--- config.mk ---
export PLATFORM = sky130hd
export DESIGN_NAME = pmove_seq
export DESIGN_NICKNAME = d
export VERILOG_FILES = /design/src/rtl/pmove_pkg.sv /design/src/rtl/pmove_kind_dec.sv /design/src/rtl/pmove_lane.sv /design/src/rtl/pmove_step.sv /design/src/rtl/pmove_seq.sv
export SDC_FILE = /design/constraint.sdc
export NUM_CORES = 1
export LEC_CHECK = 0
export BUFFER_PORTS_ARGS = -buffer_cell sky130_fd_sc_hd__buf_2
export CAP_MARGIN = 15
export CORE_MARGIN = 4
export CORE_UTILIZATION = 60
export CTS_CLUSTER_DIAMETER = 50
export DETAILED_ROUTE_END_ITERATION = 8
export PLACE_DENSITY_LB_ADDON = 0.2
export SETUP_SLACK_MARGIN = 0.2
export SYNTH_ARGS = -nofsm -noshare
export SYNTH_HDL_FRONTEND = slang
export SYNTH_SLANG_ARGS = --single-unit
--- constraint.sdc ---
create_clock -name clk -period 3.9 [get_ports clk]
set_input_delay 0.39 -clock clk [delete_from_list [all_inputs] [get_ports clk]]
set_output_delay 0.39 -clock clk [all_outputs]
set_load 0.01 [all_outputs]
--- src/rtl/pmove_pkg.sv ---
package pmove_pkg;

  typedef enum logic [2:0] {
    MV_SCALAR       = 3'd0,
    MV_SPLAT        = 3'd1,
    MV_SPARSE_SPLAT = 3'd2,
    MV_EXTRACT      = 3'd3,
    MV_COPY         = 3'd4,
    MV_SPARSE_COPY  = 3'd5,
    MV_GATHER       = 3'd6
  } mv_kind_e;

  function automatic logic kind_is_single(input mv_kind_e k);
    return (k == MV_SCALAR) || (k == MV_EXTRACT);
  endfunction

endpackage

--- src/rtl/pmove_kind_dec.sv ---
module pmove_kind_dec
  import pmove_pkg::*;
(
  input  logic     src_vec_i,
  input  logic     dst_vec_i,
  input  logic     src_pen_i,
  input  logic     dst_pen_i,
  output mv_kind_e kind_o,
  output logic     single_o
);
  logic sp_on, dp_on;

  assign sp_on = src_vec_i && src_pen_i;
  assign dp_on = dst_vec_i && dst_pen_i;

  always_comb begin
    unique case ({src_vec_i, dst_vec_i})
      2'b00:   kind_o = MV_SCALAR;
      2'b01:   kind_o = dp_on ? MV_SPARSE_SPLAT : MV_SPLAT;
      2'b10:   kind_o = MV_EXTRACT;
      default: kind_o = (sp_on && dp_on) ? MV_GATHER :
                        (sp_on || dp_on) ? MV_SPARSE_COPY : MV_COPY;
    endcase
  end

  assign single_o = kind_is_single(kind_o);
endmodule

--- src/rtl/pmove_lane.sv ---
module pmove_lane #(
  parameter int VMAX = 16,
  parameter int RW   = 5,
  parameter int LW   = 5
) (
  input  logic            clk,
  input  logic            rst,
  input  logic            load_i,
  input  logic            adv_i,
  input  logic            vec_i,
  input  logic            pen_i,
  input  logic [VMAX-1:0] mask_i,
  input  logic [RW-1:0]   base_i,
  input  logic [LW-1:0]   vl_i,
  output logic [RW-1:0]   addr_o,
  output logic            ok_o,
  output logic            end_o
);
  localparam int SW = (VMAX > 1) ? $clog2(VMAX) : 1;

  logic [LW-1:0] idx_q;
  logic          in_range;
  logic          bit_sel;
  logic [RW-1:0] offset;

  always_ff @(posedge clk) begin
    if (rst)                idx_q <= '0;
    else if (load_i)        idx_q <= '0;
    else if (adv_i && vec_i) idx_q <= idx_q + LW'(1);
  end

  assign in_range = (idx_q < LW'(VMAX));
  assign bit_sel  = in_range ? mask_i[idx_q[SW-1:0]] : 1'b0;
  assign end_o    = vec_i && (idx_q >= vl_i);
  assign ok_o     = !(vec_i && pen_i) || bit_sel;
  assign offset   = vec_i ? RW'(idx_q) : '0;
  assign addr_o   = base_i + offset;
endmodule

--- src/rtl/pmove_step.sv ---
module pmove_step (
  input  logic stop_i,
  input  logic single_i,
  input  logic s_ok_i,
  input  logic d_ok_i,
  input  logic s_end_i,
  input  logic d_end_i,
  output logic xfer_o,
  output logic adv_s_o,
  output logic adv_d_o,
  output logic finish_o,
  output logic stop_set_o
);
  always_comb begin
    xfer_o     = 1'b0;
    adv_s_o    = 1'b0;
    adv_d_o    = 1'b0;
    stop_set_o = 1'b0;
    finish_o   = stop_i || s_end_i || d_end_i;
    if (!finish_o) begin
      if (s_ok_i && d_ok_i) begin
        xfer_o     = 1'b1;
        adv_s_o    = 1'b1;
        adv_d_o    = 1'b1;
        stop_set_o = single_i;
      end else begin
        adv_s_o = !s_ok_i;
        adv_d_o = !d_ok_i;
      end
    end
  end
endmodule

--- src/rtl/pmove_seq.sv ---
module pmove_seq
  import pmove_pkg::*;
#(
  parameter int NREG = 32,
  parameter int VMAX = 16,
  localparam int RW  = $clog2(NREG),
  localparam int LW  = $clog2(VMAX + 1)
) (
  input  logic            clk,
  input  logic            rst,
  input  logic            start_i,
  input  logic [RW-1:0]   src_base_i,
  input  logic [RW-1:0]   dst_base_i,
  input  logic            src_vec_i,
  input  logic            dst_vec_i,
  input  logic [LW-1:0]   vlen_i,
  input  logic            src_pred_en_i,
  input  logic [VMAX-1:0] src_pred_i,
  input  logic            dst_pred_en_i,
  input  logic [VMAX-1:0] dst_pred_i,
  output logic            busy_o,
  output logic            xfer_valid_o,
  output logic [RW-1:0]   xfer_src_o,
  output logic [RW-1:0]   xfer_dst_o,
  output logic            done_o
);
  // side 0 = source, side 1 = destination
  logic            run_q, stop_q;
  logic [1:0]      vec_q, pen_q;
  logic [RW-1:0]   base_q [2];
  logic [VMAX-1:0] mask_q [2];
  logic [LW-1:0]   vl_q;
  logic            accept;

  logic [RW-1:0]   addr_w [2];
  logic [1:0]      ok_w, end_w, adv_w;
  mv_kind_e        kind;
  logic            single;
  logic            do_xfer, finish, stop_set;

  assign accept = start_i && !run_q;

  always_ff @(posedge clk) begin
    if (rst) begin
      vec_q     <= '0;
      pen_q     <= '0;
      base_q[0] <= '0;
      base_q[1] <= '0;
      mask_q[0] <= '0;
      mask_q[1] <= '0;
      vl_q      <= '0;
    end else if (accept) begin
      vec_q     <= {dst_vec_i, src_vec_i};
      pen_q     <= {dst_pred_en_i, src_pred_en_i};
      base_q[0] <= src_base_i;
      base_q[1] <= dst_base_i;
      mask_q[0] <= src_pred_i;
      mask_q[1] <= dst_pred_i;
      vl_q      <= (vlen_i > LW'(VMAX)) ? LW'(VMAX) : vlen_i;
    end
  end

  pmove_kind_dec u_dec (
    .src_vec_i (vec_q[0]),
    .dst_vec_i (vec_q[1]),
    .src_pen_i (pen_q[0]),
    .dst_pen_i (pen_q[1]),
    .kind_o    (kind),
    .single_o  (single)
  );

  for (genvar g = 0; g < 2; g++) begin : g_lane
    pmove_lane #(.VMAX(VMAX), .RW(RW), .LW(LW)) u_lane (
      .clk    (clk),
      .rst    (rst),
      .load_i (accept),
      .adv_i  (run_q && adv_w[g]),
      .vec_i  (vec_q[g]),
      .pen_i  (pen_q[g]),
      .mask_i (mask_q[g]),
      .base_i (base_q[g]),
      .vl_i   (vl_q),
      .addr_o (addr_w[g]),
      .ok_o   (ok_w[g]),
      .end_o  (end_w[g])
    );
  end

  pmove_step u_step (
    .stop_i     (stop_q),
    .single_i   (single),
    .s_ok_i     (ok_w[0]),
    .d_ok_i     (ok_w[1]),
    .s_end_i    (end_w[0]),
    .d_end_i    (end_w[1]),
    .xfer_o     (do_xfer),
    .adv_s_o    (adv_w[0]),
    .adv_d_o    (adv_w[1]),
    .finish_o   (finish),
    .stop_set_o (stop_set)
  );

  always_ff @(posedge clk) begin
    if (rst) begin
      run_q        <= 1'b0;
      stop_q       <= 1'b0;
      xfer_valid_o <= 1'b0;
      xfer_src_o   <= '0;
      xfer_dst_o   <= '0;
      done_o       <= 1'b0;
    end else if (!run_q) begin
      xfer_valid_o <= 1'b0;
      done_o       <= 1'b0;
      if (accept) begin
        run_q  <= 1'b1;
        stop_q <= 1'b0;
      end
    end else begin
      xfer_valid_o <= do_xfer;
      done_o       <= finish;
      if (do_xfer) begin
        xfer_src_o <= addr_w[0];
        xfer_dst_o <= addr_w[1];
      end
      if (stop_set) stop_q <= 1'b1;
      if (finish)   run_q  <= 1'b0;
    end
  end

  assign busy_o = run_q;
endmodule

# [Word-level counts from Yosys, hierarchy flattened]
# Memories as Yosys holds them, arrays and structs flattened.
# Index checks and enable logic that the tools add are counted.
[op_classes] n_reduce_logical=29 n_addsub=4 n_eq_ne=4 multipliers=0 shifts=0 mux=35 bitwise=5 n_div=0 n_lt_le_gt_ge=7
[op_table] operator="16-bit 2-to-1 mux" n=2
[op_table] operator="5-bit 2-to-1 mux" n=5
[op_table] operator="1-bit 2-to-1 mux" n=23
[op_table] operator="1-bit logical AND" n=11
[op_table] operator="5-bit by 1-bit adder with 5-bit output, second input constant" n=2
[op_table] operator="5-bit adder" n=2
[op_table] operator="5-bit >= comparator" n=2
[op_table] operator="4-bit by 5-bit less-than comparator with 1-bit output, second input constant" n=2
[op_table] operator="5-bit less-than comparator, second input constant" n=2
[op_table] operator="3-bit case mux with 3 select lines" n=1
[op_table] operator="1-bit binary-select mux with 4-bit select" n=2
[op_table] operator="1-bit logical OR" n=6
[op_table] operator="5-bit greater-than comparator, second input constant" n=1
[op_table] operator="1-bit zero test" n=5
[op_table] operator="1-bit OR" n=4
[op_table] operator="2-bit AND reduction" n=2
[op_table] operator="2-bit OR reduction" n=2
[op_table] operator="3-bit by 2-bit == test with 1-bit output, second input constant" n=1
[op_table] operator="3-bit zero test" n=1
[op_table] operator="3-bit 2-to-1 mux" n=1
[op_table] operator="2-bit by 1-bit == test with 1-bit output, second input constant" n=1
[op_table] operator="2-bit == test, second input constant" n=1
[op_table] operator="2-bit zero test" n=1
[op_table] operator="2-bit 2-to-1 mux" n=1
[op_table] operator="other kinds (3)" n=3
[totals] latchBits=0 ff_bits=33 in_bits=54 elab_cells=97 mem_bits_rw=42 memories=2 romBits=0
[mem_list] memory="mask_q" depth=2 word_bits=16 rd=2 rd_ports_with_merged_regs=0 write_ports=2 line="pmove_seq.sv:31" rtl="logic [VMAX-1:0] mask_q [2];"
[mem_list] memory="base_q" depth=2 word_bits=5 rd=2 rd_ports_with_merged_regs=0 write_ports=2 line="pmove_seq.sv:30" rtl="logic [RW-1:0] base_q [2];"

# [Depth between registers and ports, before layout]
# Gate-level depths: netlist of run 1.
[logic_depth] ltp_word=11 ltp_mapped=11 depth_no_buf=10

# [Hierarchy]
# A second synthesis of run 1 with hierarchy kept.
[unflattened] hier_cells=354 area_unflattened_um2=3888.7
[by_module_without_submodules] module="pmove_seq" area_per_inst_um2=2403.6 seq_area_each_um2=1721.7 cells_each=186 instances=1
[by_module_without_submodules] module="pmove_lane" area_per_inst_um2=673.1 seq_area_each_um2=100.1 cells_each=75 instances=2
[by_module_without_submodules] module="pmove_step" area_per_inst_um2=75.1 seq_area_each_um2=0.0 cells_each=9 instances=1
[by_module_without_submodules] module="pmove_kind_dec" area_per_inst_um2=63.8 seq_area_each_um2=0.0 cells_each=9 instances=1

# [Least setup slack after synthesis of run 1]
# No wires, ideal clock.
[synth_timing] kind="reg2reg" startpoint="register run_q (netlist: busy_o)" endpoint="memory base_q[0][0] (enable)" period_less_slack_ps=2345 path_stages_with_launch=6 arrival_ps=1946 path_buffers=2 setup_slack_ps=1555 cell_sequence="dfxtp_1 > nand2b_1 > nor2b_1 > clkbuf_1 > clkbuf_1 > inv_1"
[synth_rtl] item="start: declaration" line="pmove_seq.sv:28" rtl="logic run_q, stop_q;"
[synth_rtl] item="start signal: assignment" line="pmove_seq.sv:105" rtl="run_q <= 1'b0;"
[synth_rtl] item="start signal: assignment" line="pmove_seq.sv:115" rtl="run_q <= 1'b1;"
[synth_rtl] item="start signal: assignment" line="pmove_seq.sv:126" rtl="if (finish) run_q <= 1'b0;"
[synth_rtl] item="end: declaration" line="pmove_seq.sv:30"

# [Worst setup path after layout of run 1]
[layout_timing] startpoint="register g_lane[0].u_lane.idx_q[3]" endpoint="register xfer_src_o[1]"
[layout_via] elab_chain_cells=8 elab_cells_between_ends=13
[layout_lines] item="start: declaration" line="pmove_lane.sv:21" rtl="logic [LW-1:0] idx_q;"
[layout_lines] item="start signal: assignment" line="pmove_lane.sv:29" rtl="else if (adv_i && vec_i) idx_q <= idx_q + LW'(1);"
[layout_lines] item="1-bit binary-select mux with 4-bit select" line="pmove_lane.sv:33" rtl="assign bit_sel = in_range ? mask_i[idx_q[SW-1:0]] : 1'b0;"
[layout_lines] item="1-bit 2-to-1 mux (implied by the code)" line="pmove_lane.sv:33"
[layout_lines] item="1-bit 2-to-1 mux" line="pmove_lane.sv:33"
[layout_lines] item="1-bit logical OR" line="pmove_lane.sv:35" rtl="assign ok_o = !(vec_i && pen_i) || bit_sel;"
[layout_lines] item="1-bit logical AND" line="pmove_step.sv:21" rtl="if (s_ok_i && d_ok_i) begin"
[layout_lines] item="1-bit 2-to-1 mux" line="pmove_step.sv:21"
[layout_lines] item="1-bit 2-to-1 mux *" line="pmove_step.sv:20" rtl="if (!finish_o) begin"
[layout_lines] item="2-bit AND reduction (no line) *"
[layout_lines] item="end signal: assignment" line="pmove_seq.sv:122" rtl="xfer_src_o <= addr_w[0];"
[layout_lines] item="end: declaration" line="pmove_seq.sv:23" rtl="output logic [RW-1:0] xfer_src_o,"
# Every way passes the cells marked *; elsewhere a longest branch is shown, timed or not. The select of a mux whose other input is x is not followed.
# A chain may end at the register's enable or synchronous reset.

==> run summary, run 1 <==
Multiplexer area fraction after synthesis - 6.894%
Root Buffer - clkbuf_8
Asr flop ratio synth - 0%
R2R Path End - xfer_src_o[1]
CP Capture Point - xfer_src_o[1]
Crit path time final - 2.701 ns
CTS resizes - 0
H-tree levels - 3
Die height - 88.83 µm
Die X - 88.83 µm
Final clock skew - 0.01186 ns
MaxCap Viol Count - 0
Share of cells above drive strength 1 - 25.73%
Cell-internal power - 1204 µW
Grt total ovfl - 0
WP depth - 6
Setup WS post-layout - 1.199 ns
RSZ-0062 raised after global routing - no
Fin crit share - 69.26%
WS Path Type - flip-flop to flip-flop
Initial DRC Count - 164
Max-Slew Margin vs Limit - 38.03%
WL final - 7687 µm
# setup viols final - 0
Synth cell types - 45
Global-route wire length before repair - 12,890 µm
Starting Density - 61.73%
Worst EP required - 4.10 ns
Max-slew violation count - 0
Gp weighted congestion - 0.8194
Setup tns final - 0 ns
Cells after Synth - 344
Main combinational cell family by area after synthesis - simple AND/OR/NAND/NOR gates
Worst VDD drop - 273.0 µV
Clk network pwr share - 30.8%
CP endpoint kind - flip-flop
# IOs - 67
Seq cells post-synth - 75
Antenna Cells - 0
Worst slew pin tran - 0.9268 ns
Crit start category - flip-flop
Core area - 6350 µm²
Hold_buf cts - 0
Worst slack, placed - 1.211 ns
M3 GR Usage - 4.935%
Yosys warnings - 0
Hold Vio Cnt, Final - 0
IO buf count - 66
Worst Path Arrival - 2.90 ns
Post-synth EDFFs - 42
Most frequent cells after synthesis - and2_1 (47), edfxtp_1 (42), dfxtp_1 (33)
TritonCTS Sinks - 75
Vias after detailed routing - 2,750
Die ar. - 7891 µm²
Rows - 29
Sequential power share - 57.5%
Final ANT Viol Nets - 0
Post-synthesis adder-cell area fraction - 7.405%
Top-count cell post-synth - and2_1
Hold slack final - 0.2447 ns
CTS tree - built
Pre-antenna DRT Iters - 4
Layout Area Growth over Synthesis - 13.21%
Leakage - 0.001867 µW
Nets - 483
Pwr per Cell Area - 360.1 nW/µm²
GR Util met1 - 27.95%
DRC errors left - 0
Synth Area in XOR/XNOR - 1.787%
Vias in the first global route - 2,743
CP Launch Point - g_lane[0].u_lane.idx_q[3]
Worst-Skew Late Latency - 0.34 ns
Netlist Area Pre-Place - 3920 µm²
Combinational Power Share - 11.6%
DR WL/cell - 15.72 µm
CP max FO - 17
Reg2reg path depth - 6
Clk buf depth - 2
CP Cell Sequence - ha_1, a2111oi_0, o21a_1, o211ai_2, nor3_1, a211oi_1
Initial antenna violation count - 0
Vias/cell - 5.624
Largest net degree at the start of global routing - 41
Setup Buffers After CTS - 0
Num CTS Buffers - 9
CP bufs+invs - 0
Sw frac - 24.65%
F_max - 370.2 MHz
Synth Area in Compound Gates - 11.43%
Synth area leader - edfxtp_1
Most common flop cell mapped by yosys - edfxtp_1
Top Usage Layer GRT - met2
Critical path's largest stage delay - 0.54 ns
Slowest cell on the critical path - nor3_1
RR Startpoint - g_lane[0].u_lane.idx_q[3]
CP top delay family - compound AO/OA/AOI/OAI gates
Simple-Gate Fraction of Synth Area - 19.47%
Synth Net Count - 420
Min-Delay Path Class - primary input to flip-flop
Clock slew at reported path FFs - 0.08 ns
Sequential fraction of the synthesis area - 49.03%
Total track usage - 21.60%
Met2 global-route usage - 34.62%
Area contributors post-synth - edfxtp_1 (32%), dfxtp_1 (17%), and2_1 (7.5%)
Synth top area share - 32.17%
Sw power - 394.0 µW
HPWL after DPL - 5599 µm
Status - finished, final reports clean
R2R Setup Slk - 1.20 ns
Syn Area/Cell - 11.40 µm²
tightest hold or removal path, delay by kind of cell:
kind | cells | cell delay (ns)
simple gates | 1 | 0.03
compound gates | 1 | 0.05
buf+inv | 1 | 0.07
worst min-delay path by stage:
| stage | from | to | cells after the start |
|---|---|---|---|
| after detailed placement | xfer_dst_o[2] | xfer_dst_o[2] | 2 |
| after CTS | vlen_i[2] | vl_q[2] | 3 |
| after global routing | dst_pred_en_i | pen_q[1] | 2 |
| after floorplan | stop_q | stop_q | 2 |
| after global placement | xfer_dst_o[2] | xfer_dst_o[2] | 2 |
| final | vlen_i[2] | vl_q[2] | 3 |
power groups by stage:
stage / sequential [µW] / clock, µW / combinational (µW)
floorplan: 934 / 0 / 120
detailed placement: 938 / 0 / 187
CTS: 920 / 506 / 187
global placement: 935 / 0 / 180
global route: 927 / 548 / 209
finish: 920 / 493 / 186
kinds of logic (layout without fill, tap and decap cells):
group | Yosys count | after routing
compound gates | 59 | 59
mux | 22 | 22
simple gates | 125 | 125
buf+inv | 33 | 101
xor+xnor | 8 | 8
fa+ha+maj | 22 | 22
flops | 75 | 75
metrics by stage:
step | std cells | power (µW) | instance area [µm²] | util [%]
after floorplan | 344 | 1054 | 3920 | -
after global placement | 473 | 1115 | 4283 | 67.45
after detailed placement | 473 | 1125 | 4283 | 67.45
after CTS | 489 | 1614 | 4438 | 69.89
after global routing | 489 | 1683 | 4438 | 69.89
final | 489 | 1598 | 4438 | 69.89
state kept, by name (all words and copies together), names as in the netlist:
register	flops
xfer_valid_o	1
base_q	10
xfer_dst_o	5
done_o	1
busy_o	1
g_lane.u_lane.idx_q	10
vec_q	2
stop_q	1
xfer_src_o	5
mask_q	32
vl_q	5
pen_q	2
placed cells by master, fill, tap and decap left out, types with 3 or more instances in the layout:
| cell type | synthesis | final |
|---|---|---|
| o21ai_0 | 6 | 6 |
| a21oi_1 | 10 | 10 |
| inv_1 | 14 | 14 |
| mux4_2 | 4 | 4 |
| a31oi_1 | 4 | 4 |
| nand2b_1 | 11 | 11 |
| nand4_1 | 7 | 7 |
| nand2_1 | 27 | 27 |
| a211oi_2 | 6 | 6 |
| a211oi_1 | 6 | 6 |
| a22o_1 | 4 | 4 |
| o21a_1 | 3 | 3 |
| xnor2_1 | 6 | 6 |
| nand3_1 | 3 | 3 |
| edfxtp_1 | 42 | 42 |
| clkinv_2 | 0 | 4 |
| clkbuf_8 | 0 | 9 |
| a21o_1 | 3 | 3 |
| buf_4 | 0 | 5 |
| ha_1 | 20 | 20 |
| buf_2 | 2 | 66 |
| nor2b_1 | 5 | 5 |
| dfxtp_1 | 33 | 33 |
| a22oi_1 | 4 | 4 |
| clkbuf_1 | 13 | 3 |
| mux2i_1 | 18 | 18 |
| nor2_1 | 11 | 10 |
| and2_1 | 47 | 47 |
| o31ai_1 | 6 | 6 |
cell type report:
| class | instances | area (µm²) |
|---|---|---|
| repair buffers | 71 | 367.9 |
| multi-input cells | 236 | 1844 |
| inverters | 14 | 52.55 |
| flip-flops and latches | 75 | 1922 |
| clock buffers | 12 | 135.1 |
| well taps | 77 | 96.34 |
| clock inverters | 4 | 20.02 |
| fillers | 479 | 1912 |
routing by layer:
| metal | part of all wire (%) | wire (µm) | vias up |
|---|---|---|---|
| met1 | 43 | 3337 | 1292 |
| met4 | 2.2 | 170 | 0 |
| met2 | 49 | 3780 | 76 |
| li1 | - | - | 1364 |
| met3 | 5.2 | 399 | 18 |
| met5 | 0 | 0 | - |
No activity file was read; power rests on OpenSTA's default activity.
==> inputs of run 2 (changes only) <==
- CORE_UTILIZATION: 60 -> 51
- clock period: 3.9 -> 2.35 ns (I/O delays scaled with it)
==> run 2 against run 1 <==
- sequential power is 65% higher
- via count is 4.1% higher
- global-route usage is 2.1 points lower
- combinational power is 100% higher
- utilization is 4.1 points lower
- first-iteration DRC count is 23% lower
- total power is 77% higher
- die area is 16% higher
- hold slack worse by 0.17 ns
- highest routed layer unchanged
==> run summary, run 2 (synthesis results as in run 1) <==
Status - finished, final reports clean
DR WL/cell - 15.87 µm (+0.96%)
H-tree levels - 3 (unchanged)
WL final - 8507 µm (+11%)
F_max - 467.2 MHz (+26%)
Hold Vio Cnt, Final - 0 (unchanged)
Grt total ovfl - 0 (unchanged)
Vias in the first global route - 2,820 (+2.8%)
Global-route wire length before repair - 13,460 µm (+4.4%)
Antenna Cells - 0 (unchanged)
Core area - 7370 µm² (+16%)
Layout Area Growth over Synthesis - 23.75%
CP endpoint kind - flip-flop
Clock slew at reported path FFs - 0.08 ns (about the same)
GR Util met1 - 24.19% (-3.8 points)
Die height - 95.67 µm (+7.7%)
# setup viols final - 0 (unchanged)
Crit path time final - 2.141 ns (-0.5606 ns)
Clk buf depth - 2 (unchanged)
Worst slew pin tran - 0.4148 ns (-0.5120 ns)
WS Path Type - flip-flop to flip-flop
Leading registers by flop count - mask_q (32), base_q (10), g_lane.u_lane.idx_q (10)
DRC errors left - 0 (unchanged)
Max-slew violation count - 0 (unchanged)
CTS tree - built
IO buf count - 66 (unchanged)
Sequential standard cell area - 1931 µm² (+0.46%)
MaxCap Viol Count - 0 (unchanged)
Initial DRC Count - 126 (-23%)
Min-Delay Path Class - primary input to flip-flop
Top Usage Layer GRT - met2
Utilization of the core after routing - 65.82% (-4.1 points)
Gp weighted congestion - 0.8885 (+8.4%)
Fin crit share - 91.09% (+22 points)
Max reg flops - 32 (unchanged)
Leakage - 0.002036 µW (+9.1%)
Final clock skew - 0.009979 ns (-0.001878 ns)
Max-Slew Margin vs Limit - 72.14% (+34 points)
Worst Path Arrival - 2.41 ns (-0.49 ns)
CP bufs+invs - 2 (+2)
Sequential power share - 53.8% (-3.7 points)
Clk network pwr share - 32.8% (+2.0 points)
Worst slack, placed - 0.09069 ns (-1.121 ns)
Worst EP required - 2.62 ns (-1.48 ns)
Final ANT Viol Nets - 0 (unchanged)
HPWL after DPL - 5851 µm (+4.5%)
Starting Density - 53.19% (-8.5 points)
Cell-internal power - 2129 µW (+77%)
Worst-Skew Late Latency - 0.35 ns (about the same)
Top reg by flops - mask_q
Setup WS post-layout - 0.2095 ns (-0.9894 ns)
Rows - 31 (+6.9%)
# IOs - 67 (unchanged)
TritonCTS Sinks - 75 (unchanged)
M3 GR Usage - 3.394% (-1.5 points)
Die X - 95.67 µm (+7.7%)
Dpl cells - 510 (+7.8%)
Num CTS Buffers - 9 (unchanged)
Die ar. - 9153 µm² (+16%)
Critical path's largest stage delay - 0.33 ns (-0.21 ns)
Pre-antenna DRT Iters - 4 (unchanged)
Nets - 508 (+5.2%)
Sw power - 703.3 µW (+79%)
Most frequent cells in the layout - buf_2 (66), and2_1 (47), edfxtp_1 (42)
Combinational Power Share - 13.4% (+1.8 points)
Slowest cell on the critical path - dfxtp_1
Share of cells above drive strength 1 - 35.01% (+9.3 points)
CP top delay family - compound AO/OA/AOI/OAI gates
Initial antenna violation count - 0 (unchanged)
Vias/cell - 5.340 (-5.1%)
Vias after detailed routing - 2,862 (+4.1%)
Sw frac - 24.83% (+0.18 points)
RSZ-0062 raised after global routing - yes
Pwr per Cell Area - 583.9 nW/µm² (+62%)
Final Non-Filler Cells - 536 (+9.6%)
CP max FO - 6 (-11)
Root Buffer - clkbuf_8
Setup tns final - 0 ns (unchanged)
Worst VDD drop - 361.1 µV (+32%)
Area of the multi-input gates - 1987 µm² (+7.7%)
Met2 global-route usage - 32.72% (-1.9 points)
Largest net degree at the start of global routing - 48 (+17%)
Total track usage - 19.50% (-2.1 points)
Fillcell total - 616 (+29%)
CP Cell Sequence - inv_1, ha_1, a211oi_2, a2bb2oi_2, o211ai_4, buf_6, a211oi_4, mux2i_1
Crit start category - flip-flop
Most common cell after layout, fill and taps aside - buf_2
run 2: changes by cell type in the layout (fill, tap and decap cells not counted), sizes merged:
cell / before / now
buf: 71 / 95
inv: 14 / 13
o211ai: 1 / 2
clkinv: 4 / 2
clkinvlp: 0 / 1
clkbuf: 12 / 14
run 2: repair_timing:
item | in CTS | in global routing
cloned | 1 | 0
pin swaps | 0 | 11
buffers inserted | 2 | 7
hold buffers | 0 | 0
resized for setup | 3 | 25
setup endpoints to repair | 13 | 22
run 2: metrics by stage:
stage,power [µW],hold slack (ns),cell area [µm²]
finish,2832,0.07491,4851
global route,2953,0.07294,4851
CTS,2831,0.06391,4674
detailed placement,1898,0.4354,4459
global placement,1882,0.4296,4459
floorplan,1759,0.3436,3954
run 2: final cells by class:
class	instances	share of cell area (%)
Inverter	14	1.161
Multi-Input combinational cell	237	40.96
Sequential cell	75	39.80
Timing Repair Buffer	95	11.79
Clock inverter	2	0.1806
Tap cell	99	2.554
Clock buffer	14	3.559
run 2: layer usage:
| metal | routed length [µm] | vias to the layer above |
|---|---|---|
| li1 | - | 1419 |
| met4 | 187 | 0 |
| met5 | 0 | - |
| met3 | 510 | 15 |
| met2 | 4168 | 83 |
| met1 | 3641 | 1345 |
run 2: worst paths after layout:
kind | from | end | slack, ns | cells past startpoint
worst min register to register | xfer_dst_o[3] | xfer_dst_o[3] | 0.47 | 2
worst max-delay path | vl_q[1] | g_lane[0].u_lane.idx_q[3] | 0.21 | 8
worst max register to register | vl_q[1] | g_lane[0].u_lane.idx_q[3] | 0.21 | 8
worst min-delay path | vlen_i[1] | vl_q[1] | 0.07 | 3
run 2: power by group through the flow:
stage                     clock [µW]  sequential (µW)  combinational, µW
after floorplan                    0             1550                209
after global placement             0             1550                335
after detailed placement           0             1550                345
after CTS                        954             1520                353
after global routing             995             1530                424
final                            928             1520                380
run 2: worst register-to-register path: stages (launching register included):
cell       delay [ns]
dfxtp_1          0.33
inv_1            0.08
ha_1             0.33
a211oi_2         0.27
a2bb2oi_2        0.25
o211ai_4         0.17
buf_6            0.18
a211oi_4         0.21
mux2i_1          0.23
